<file path="config.mk">
export PLATFORM = sky130hd
export DESIGN_NAME = rmp_powerup_ctrl
export DESIGN_NICKNAME = d
export VERILOG_FILES = /design/src/rtl/rmp_pkg.sv /design/src/rtl/rmp_window_timer.sv /design/src/rtl/rmp_mode_fsm.sv /design/src/rtl/rmp_cfg_regs.sv /design/src/rtl/rmp_powerup_ctrl.sv
export SDC_FILE = /design/constraint.sdc
export NUM_CORES = 1
export LEC_CHECK = 0
export ABC_AREA = 1
export BUFFER_PORTS_ARGS = -buffer_cell sky130_fd_sc_hd__clkbuf_2
export CAP_MARGIN = 10
export CORE_AREA = 4 4 96 165
export CTS_BUF_LIST = sky130_fd_sc_hd__clkbuf_4
export DETAILED_ROUTE_END_ITERATION = 10
export DIE_AREA = 0 0 100 169
export GPL_TIMING_DRIVEN = 0
export PLACE_DENSITY_LB_ADDON = 0.05
export SYNTH_ARGS = -nofsm -noshare
export SYNTH_HDL_FRONTEND = slang
export SYNTH_HIERARCHICAL = 1
export SYNTH_SLANG_ARGS = --single-unit
</file>
<file path="constraint.sdc">
create_clock -name clk -period 6 [get_ports clk]
set_input_delay 0.3 -clock clk [delete_from_list [all_inputs] [get_ports clk]]
set_output_delay 0.3 -clock clk [all_outputs]
set_load 0.01 [all_outputs]
</file>
<file path="src/rtl/rmp_pkg.sv">
package rmp_pkg;

  typedef enum logic [1:0] {
    MS_WAIT = 2'd0,
    MS_SW   = 2'd1,
    MS_HW   = 2'd2
  } mode_state_t;

endpackage

</file>
<file path="src/rtl/rmp_window_timer.sv">
module rmp_window_timer #(
  parameter int WINDOW_CYC = 120000
) (
  input  logic clk,
  input  logic rst,
  output logic win_last
);
  localparam int CW = $clog2(WINDOW_CYC + 1);
  localparam logic [CW-1:0] LAST = CW'(WINDOW_CYC - 1);

  logic [CW-1:0] cnt_q;
  logic          run_q;

  always_ff @(posedge clk) begin
    if (rst) begin
      cnt_q <= '0;
      run_q <= 1'b1;
    end else if (run_q) begin
      if (cnt_q == LAST) run_q <= 1'b0;
      else               cnt_q <= cnt_q + 1'b1;
    end
  end

  assign win_last = run_q && (cnt_q == LAST);

  // the window ends exactly once per reset release
  a_r7_single_expiry: assert property (@(posedge clk) disable iff (rst)
    win_last |=> !win_last);

endmodule

</file>
<file path="src/rtl/rmp_mode_fsm.sv">
module rmp_mode_fsm
  import rmp_pkg::*;
(
  input  logic clk,
  input  logic rst,
  input  logic wr_en,
  input  logic win_last,
  input  logic xtal_present,
  output logic wr_accept,
  output logic trigger_wr,
  output logic mode_sw,
  output logic mode_hw,
  output logic sysclk_oe
);
  mode_state_t state_q;
  logic        clk_oe_q;

  always_ff @(posedge clk) begin
    if (rst) begin
      state_q  <= MS_WAIT;
      clk_oe_q <= 1'b0;
    end else begin
      if (state_q == MS_WAIT) begin
        if (wr_en)         state_q <= MS_SW;
        else if (win_last) state_q <= xtal_present ? MS_SW : MS_HW;
      end
      if (win_last && xtal_present) clk_oe_q <= 1'b1;
    end
  end

  assign wr_accept  = wr_en && (state_q != MS_HW);
  assign trigger_wr = wr_en && (state_q == MS_WAIT);
  assign mode_sw    = (state_q == MS_SW);
  assign mode_hw    = (state_q == MS_HW);
  assign sysclk_oe  = clk_oe_q;

  a_r2_write_commits: assert property (@(posedge clk) disable iff (rst)
    (state_q == MS_WAIT && wr_en) |=> (state_q == MS_SW));

  a_r11_mode_latched: assert property (@(posedge clk) disable iff (rst)
    (state_q != MS_WAIT) |=> (state_q == $past(state_q)));

  a_r8_clk_needs_strap: assert property (@(posedge clk) disable iff (rst)
    $rose(clk_oe_q) |-> ($past(xtal_present) && $past(win_last)));

endmodule

</file>
<file path="src/rtl/rmp_cfg_regs.sv">
module rmp_cfg_regs #(
  parameter int AW       = 4,
  parameter int DW       = 8,
  parameter int PDN_ADDR = 5,
  parameter int PDN_BIT  = 0
) (
  input  logic          clk,
  input  logic          rst,
  input  logic          we,
  input  logic          force_pdn,
  input  logic [AW-1:0] wr_addr,
  input  logic [DW-1:0] wr_data,
  input  logic [AW-1:0] rd_addr,
  output logic [DW-1:0] rd_data,
  output logic          pdn_flag
);
  localparam int          NREG     = 2 ** AW;
  localparam logic [DW-1:0] PDN_MASK = DW'(1) << PDN_BIT;
  localparam logic [AW-1:0] PDN_A    = AW'(PDN_ADDR);

  logic [DW-1:0] regs_q [NREG];
  logic [DW-1:0] rd_q;

  for (genvar i = 0; i < NREG; i++) begin : g_reg
    localparam logic [DW-1:0] RVAL = (i == PDN_ADDR) ? PDN_MASK : '0;
    always_ff @(posedge clk) begin
      if (rst) begin
        regs_q[i] <= RVAL;
      end else if (we && wr_addr == AW'(i)) begin
        regs_q[i] <= (force_pdn && i == PDN_ADDR) ? (wr_data | PDN_MASK) : wr_data;
      end
    end
  end

  always_ff @(posedge clk) begin
    if (rst) rd_q <= '0;
    else     rd_q <= regs_q[rd_addr];
  end

  assign rd_data  = rd_q;
  assign pdn_flag = regs_q[PDN_A][PDN_BIT];

  a_r3_trigger_keeps_pdn: assert property (@(posedge clk) disable iff (rst)
    (we && force_pdn) |=> pdn_flag);

  a_r11_no_write_no_change: assert property (@(posedge clk) disable iff (rst)
    !we |=> $stable(pdn_flag));

endmodule

</file>
<file path="src/rtl/rmp_powerup_ctrl.sv">
module rmp_powerup_ctrl
  import rmp_pkg::*;
#(
  parameter int WINDOW_CYC = 120000,
  parameter int AW         = 4,
  parameter int DW         = 8,
  parameter int PDN_ADDR   = 5,
  parameter int PDN_BIT    = 0
) (
  input  logic          clk,
  input  logic          rst,
  input  logic          xtal_present,
  input  logic          wr_en,
  input  logic [AW-1:0] wr_addr,
  input  logic [DW-1:0] wr_data,
  input  logic [AW-1:0] rd_addr,
  output logic [DW-1:0] rd_data,
  output logic          pdn_flag,
  output logic          pwr_en,
  output logic          mode_sw,
  output logic          mode_hw,
  output logic          sysclk_oe
);
  logic win_last;
  logic wr_accept;
  logic trigger_wr;
  logic pwr_q;

  rmp_window_timer #(.WINDOW_CYC(WINDOW_CYC)) u_timer (
    .clk      (clk),
    .rst      (rst),
    .win_last (win_last)
  );

  rmp_mode_fsm u_fsm (
    .clk          (clk),
    .rst          (rst),
    .wr_en        (wr_en),
    .win_last     (win_last),
    .xtal_present (xtal_present),
    .wr_accept    (wr_accept),
    .trigger_wr   (trigger_wr),
    .mode_sw      (mode_sw),
    .mode_hw      (mode_hw),
    .sysclk_oe    (sysclk_oe)
  );

  rmp_cfg_regs #(
    .AW(AW), .DW(DW), .PDN_ADDR(PDN_ADDR), .PDN_BIT(PDN_BIT)
  ) u_regs (
    .clk       (clk),
    .rst       (rst),
    .we        (wr_accept),
    .force_pdn (trigger_wr),
    .wr_addr   (wr_addr),
    .wr_data   (wr_data),
    .rd_addr   (rd_addr),
    .rd_data   (rd_data),
    .pdn_flag  (pdn_flag)
  );

  always_ff @(posedge clk) begin
    if (rst) pwr_q <= 1'b0;
    else     pwr_q <= mode_hw || (mode_sw && !pdn_flag);
  end

  assign pwr_en = pwr_q;

  // a reset edge leaves everything down
  a_r1_reset_quiet: assert property (@(posedge clk)
    rst |=> (!pwr_en && pdn_flag && !mode_sw && !mode_hw && !sysclk_oe));

  // power rises only one cycle after its cause
  a_r5_pwr_cause: assert property (@(posedge clk) disable iff (rst)
    $rose(pwr_en) |-> ($past(mode_hw) || ($past(mode_sw) && !$past(pdn_flag))));

  // setting power-down drops power on the next edge
  a_r6_pwr_drop: assert property (@(posedge clk) disable iff (rst)
    (mode_sw && pdn_flag) |=> !pwr_en);

  // hardware mode never carries the crystal clock enable
  a_r7_hw_no_clk: assert property (@(posedge clk) disable iff (rst)
    mode_hw |-> !sysclk_oe);

  a_r11_one_mode: assert property (@(posedge clk) disable iff (rst)
    !(mode_sw && mode_hw));

endmodule

</file>
==> flow_summary.html <==
<table>
<tr><th>Metric</th><th>Value</th></tr>
<tr><th colspan="2">Critical path</th></tr>
<tr><td>Critical Path Most Common Cell</td><td>nor2_1</td></tr>
<tr><td>Largest fanout on the critical path</td><td>10</td></tr>
<tr><td>Critical path data required time</td><td>6.16 ns</td></tr>
<tr><td>Length in cells of the worst reg-to-reg path</td><td>5</td></tr>
<tr><td>Start of the worst register-to-register path</td><td>u_fsm/state_q[0]</td></tr>
<tr><td>Arrival time worst endpoint</td><td>2.72 ns</td></tr>
<tr><td>Critical-path top delay cell</td><td>o21ai_0</td></tr>
<tr><td>Biggest cell delay along the critical path</td><td>0.92 ns</td></tr>
<tr><td>CP cell instances</td><td>nor2_1 -&gt; nor2_1 -&gt; clkbuf_1 -&gt; nand2_1 -&gt; o21ai_0</td></tr>
<tr><td>Worst Setup End Kind</td><td>flop</td></tr>
<tr><td>Worst flop-to-flop path endpoint</td><td>u_regs/regs_q[4][0]</td></tr>
<tr><td>Worst setup path class</td><td>flop to flop</td></tr>
<tr><td>Type of origin of the critical path</td><td>flop</td></tr>
<tr><td>R2r setup slk</td><td>3.44 ns</td></tr>
<tr><th colspan="2">Floorplanning</th></tr>
<tr><td>Y dimension of the die</td><td>169 µm</td></tr>
<tr><td>Floorplan Core Area</td><td>14400 µm²</td></tr>
<tr><td>Starting utilization of the core area</td><td>52.3%</td></tr>
<tr><td>Die Wd</td><td>100 µm</td></tr>
<tr><td>Die footprint</td><td>16900 µm²</td></tr>
<tr><td>Num ports</td><td>33</td></tr>
<tr><td>Number of core rows</td><td>58</td></tr>
<tr><th colspan="2">Global routing</th></tr>
<tr><td>Total global routing overflow</td><td>0</td></tr>
<tr><td>Via count of the first global-routing pass</td><td>5935</td></tr>
<tr><td>First-pass GRT wire length</td><td>33000 µm</td></tr>
<tr><td>Antenna violations before repair</td><td>1</td></tr>
<tr><td>Maximum number of pins on one net before global-route repair</td><td>17</td></tr>
<tr><td>All-Layer GR Usage</td><td>26.6%</td></tr>
<tr><th colspan="2">Synthesis</th></tr>
<tr><td>Cell count after synthesis</td><td>900</td></tr>
<tr><td>Avg Synthesized Cell Area</td><td>8.39 µm²</td></tr>
<tr><td>Post-synth net total</td><td>921</td></tr>
<tr><td>Distinct cell type count of the synthesized netlist</td><td>24</td></tr>
<tr><td>Synthesis-stage register bit count</td><td>158</td></tr>
<tr><td>Netlist Area Pre-Place</td><td>7550 µm²</td></tr>
<tr><td>Syn. warnings</td><td>6</td></tr>
<tr><td>Portion of the post-synthesis area used by sequential elements</td><td>58.9%</td></tr>
<tr><th colspan="2">Timing</th></tr>
<tr><td>Worst slew margin relative to its limit</td><td>23.1%</td></tr>
<tr><td>Transition at the pin with the smallest max-transition slack</td><td>1.14 ns</td></tr>
<tr><td>Count of pins over their slew limit</td><td>0</td></tr>
<tr><td>Final critical-path required period</td><td>2.56 ns</td></tr>
<tr><td>Final worst clock skew</td><td>0.0240 ns</td></tr>
<tr><td>Max Clock Freq</td><td>391 MHz</td></tr>
<tr><td>Final setup violating endpoints</td><td>0</td></tr>
<tr><td>Number of failing hold endpoints at the final stage</td><td>0</td></tr>
<tr><td>RSZ-0062 raised after global routing</td><td>no</td></tr>
<tr><td>Final total negative setup slack</td><td>0 ns</td></tr>
<tr><td>Ratio of final minimum period to clock period</td><td>42.6%</td></tr>
<tr><th colspan="2">Layout</th></tr>
<tr><td>Share of final-layout standard cells stronger than drive strength 1</td><td>10.5%</td></tr>
<tr><td>Most common library cell in the layout ignoring fill and taps</td><td>nand2_1</td></tr>
<tr><td>Non-filler instance count after layout</td><td>1151</td></tr>
<tr><td>Area delta synth-&gt;final</td><td>9.48%</td></tr>
<tr><td>Highest-count cells in the layout ignoring fill and taps</td><td>262 x nand2_1, 169 x nor2_1, 128 x edfxtp_1</td></tr>
<tr><td>Number of nets in the layout</td><td>978</td></tr>
<tr><th colspan="2">Clocking</th></tr>
<tr><td>Clock Pin Slew Worst Setup and Hold Paths</td><td>0.15 ns</td></tr>
<tr><td>Buffer count from post-CTS setup fixing</td><td>0</td></tr>
<tr><td>Total clock buffers created by CTS</td><td>17</td></tr>
<tr><td>Root Buffer</td><td>clkbuf_4</td></tr>
<tr><td>Clock latency on the worst-skew pair</td><td>0.55 ns</td></tr>
<tr><td>Clock tree from TritonCTS</td><td>yes</td></tr>
<tr><td>Count of H-tree levels built during CTS</td><td>4</td></tr>
<tr><td>Clock tree sinks</td><td>158</td></tr>
<tr><td>Clock Path Buffers</td><td>2</td></tr>
<tr><th colspan="2">Drt</th></tr>
<tr><td>Number of nets still failing antenna checks after routing</td><td>0</td></tr>
<tr><td>Iteration-0 DRC Markers</td><td>543</td></tr>
<tr><td>Vias after detailed routing</td><td>6232</td></tr>
<tr><td>Drt first pass iters</td><td>5</td></tr>
<tr><td>Post-route DRC</td><td>0</td></tr>
<tr><td>Post-detailed-route wirelength per cell</td><td>19.1 µm</td></tr>
<tr><td>Aggregate routed wire length</td><td>22000 µm</td></tr>
<tr><td>Vias per std cell</td><td>5.41</td></tr>
<tr><th colspan="2">Placement</th></tr>
<tr><td>Routability cong.</td><td>0.916</td></tr>
<tr><td>Count of input and output buffers</td><td>29</td></tr>
<tr><td>Hpwl dp</td><td>16300 µm</td></tr>
<tr><td>Instance count after placement with tap cells included</td><td>1110</td></tr>
<tr><th colspan="2">Min path</th></tr>
<tr><td>Class of the tightest hold or removal check</td><td>input pin to flop</td></tr>
<tr><td>Number of cells on the worst hold path</td><td>4</td></tr>
<tr><td>Start point of the worst hold path</td><td>wr_en</td></tr>
<tr><td>Worst hold path endpoint</td><td>u_fsm/state_q[1]</td></tr>
<tr><th colspan="2">Pwr</th></tr>
<tr><td>Worst IR drop on VDD</td><td>166 µV</td></tr>
<tr><td>Ratio of total power to cell area</td><td>253 nW/µm²</td></tr>
<tr><td>Leakage power figure</td><td>3.65 nW</td></tr>
<tr><th colspan="2">Outcome</th></tr>
<tr><td>Result of the run</td><td>completed</td></tr>
<tr><th colspan="2">Run</th></tr>
<tr><td>Max cap viols</td><td>0</td></tr>
</table>
==> sequential cells by signal, indices dropped and copies added, names as in the netlist <==
| register | count |
|---|---|
| u_fsm/sysclk_oe | 1 |
| u_regs/regs_q | 128 |
| u_timer/cnt_q | 17 |
| u_timer/run_q | 1 |
| u_fsm/state_q | 2 |
| pwr_en | 1 |
| u_regs/rd_data | 8 |
==> what timing repair did <==
action                                 CTS  global route
gates resized for setup                  0             0
hold buffers                             2             1
endpoints found under the hold margin    4             1
==> worst max-delay path: cells and delay by family, from the launching register on <==
kind | cells | cell delay, ns
compound gates | 1 | 0.92
simple gates | 3 | 0.43
flops | 1 | 0.42
buf+inv | 1 | 0.40
==> cells in the mapped netlist <==
library cell	number	area, µm²
a21oi_1	23	115
a21oi_2	1	8.76
buf_1	1	3.75
buf_2	18	90.1
buf_4	1	7.51
buf_6	1	11.3
clkbuf_1	19	71.3
clkinv_1	1	3.75
dfxtp_1	30	601
edfxtp_1	128	3840
ha_1	1	12.5
inv_1	106	398
inv_2	2	7.51
nand2_1	262	983
nand3_1	101	505
nand3_2	3	30.0
nand4_1	7	43.8
nand4_2	2	25.0
nor2_1	169	634
nor2_2	4	25.0
nor3_1	5	25.0
nor3_2	1	10.0
nor3_4	2	32.5
o21ai_0	12	60.1
==> kinds of logic (layout without fill, tap and decap cells) <==
logic type	Yosys count	in the layout	share of synthesized area [%]
and+or+nand+nor	556	556	30.7
DFF	158	158	58.9
buffers and inverters	149	219	7.86
AOI/OAI and AO/OA	36	36	2.44
adders and majority gates	1	1	0.166
other	0	1	0
==> metal layers <==
metal	share of wire, %	global-route usage (%)	routed length (µm)	vias up
met3	5.9	4.45	1300	68
met4	6.4	15.5	1400	0
li1	-	-	-	2992
met1	35	29.0	7600	2908
met2	53	47.7	11700	264
met5	0	0	0	-
==> layout make-up <==
cell class | count | area, µm²
inverters | 109 | 409
repair buffers | 38 | 210
plain buffers | 40 | 184
clock inverters | 15 | 150
diodes | 1 | 2.50
well taps | 180 | 225
multi-input cells | 593 | 2510
flip-flops and latches | 158 | 4440
clock buffers | 17 | 128
fillers | 1383 | 6180
==> through the flow <==
step	power (mW)	util, %	area (µm²)	hold slack [ns]	setup slack (ns)
final	2.09	57.2	8260	0.0449	3.44
after detailed placement	1.47	54.9	7930	0.468	3.31
after CTS	2.10	56.9	8220	0.00666	3.26
after floorplan	1.39	-	7550	0.362	3.95
after global routing	2.19	57.2	8260	0.00750	3.17
after global placement	1.47	54.8	7920	0.455	3.39
==> worst max path at each step <==
stage,from,to,depth (start not counted)
after floorplan,u_fsm/state_q[0],u_regs/regs_q[12][0],5
after global placement,wr_en,u_regs/regs_q[14][2],6
after detailed placement,wr_en,u_regs/regs_q[14][0],6
after CTS,u_fsm/state_q[0],u_regs/regs_q[14][5],5
after global routing,u_fsm/state_q[0],u_regs/regs_q[4][0],5
final,u_fsm/state_q[0],u_regs/regs_q[4][0],5
==> power breakdown <==
part	switching [mW]	internal (mW)	total [mW]
registers	0.0132	1.22	1.24
clock network	0.416	0.221	0.637
logic	0.161	0.0556	0.217
Note: power is estimated with default switching activity, not from simulation.
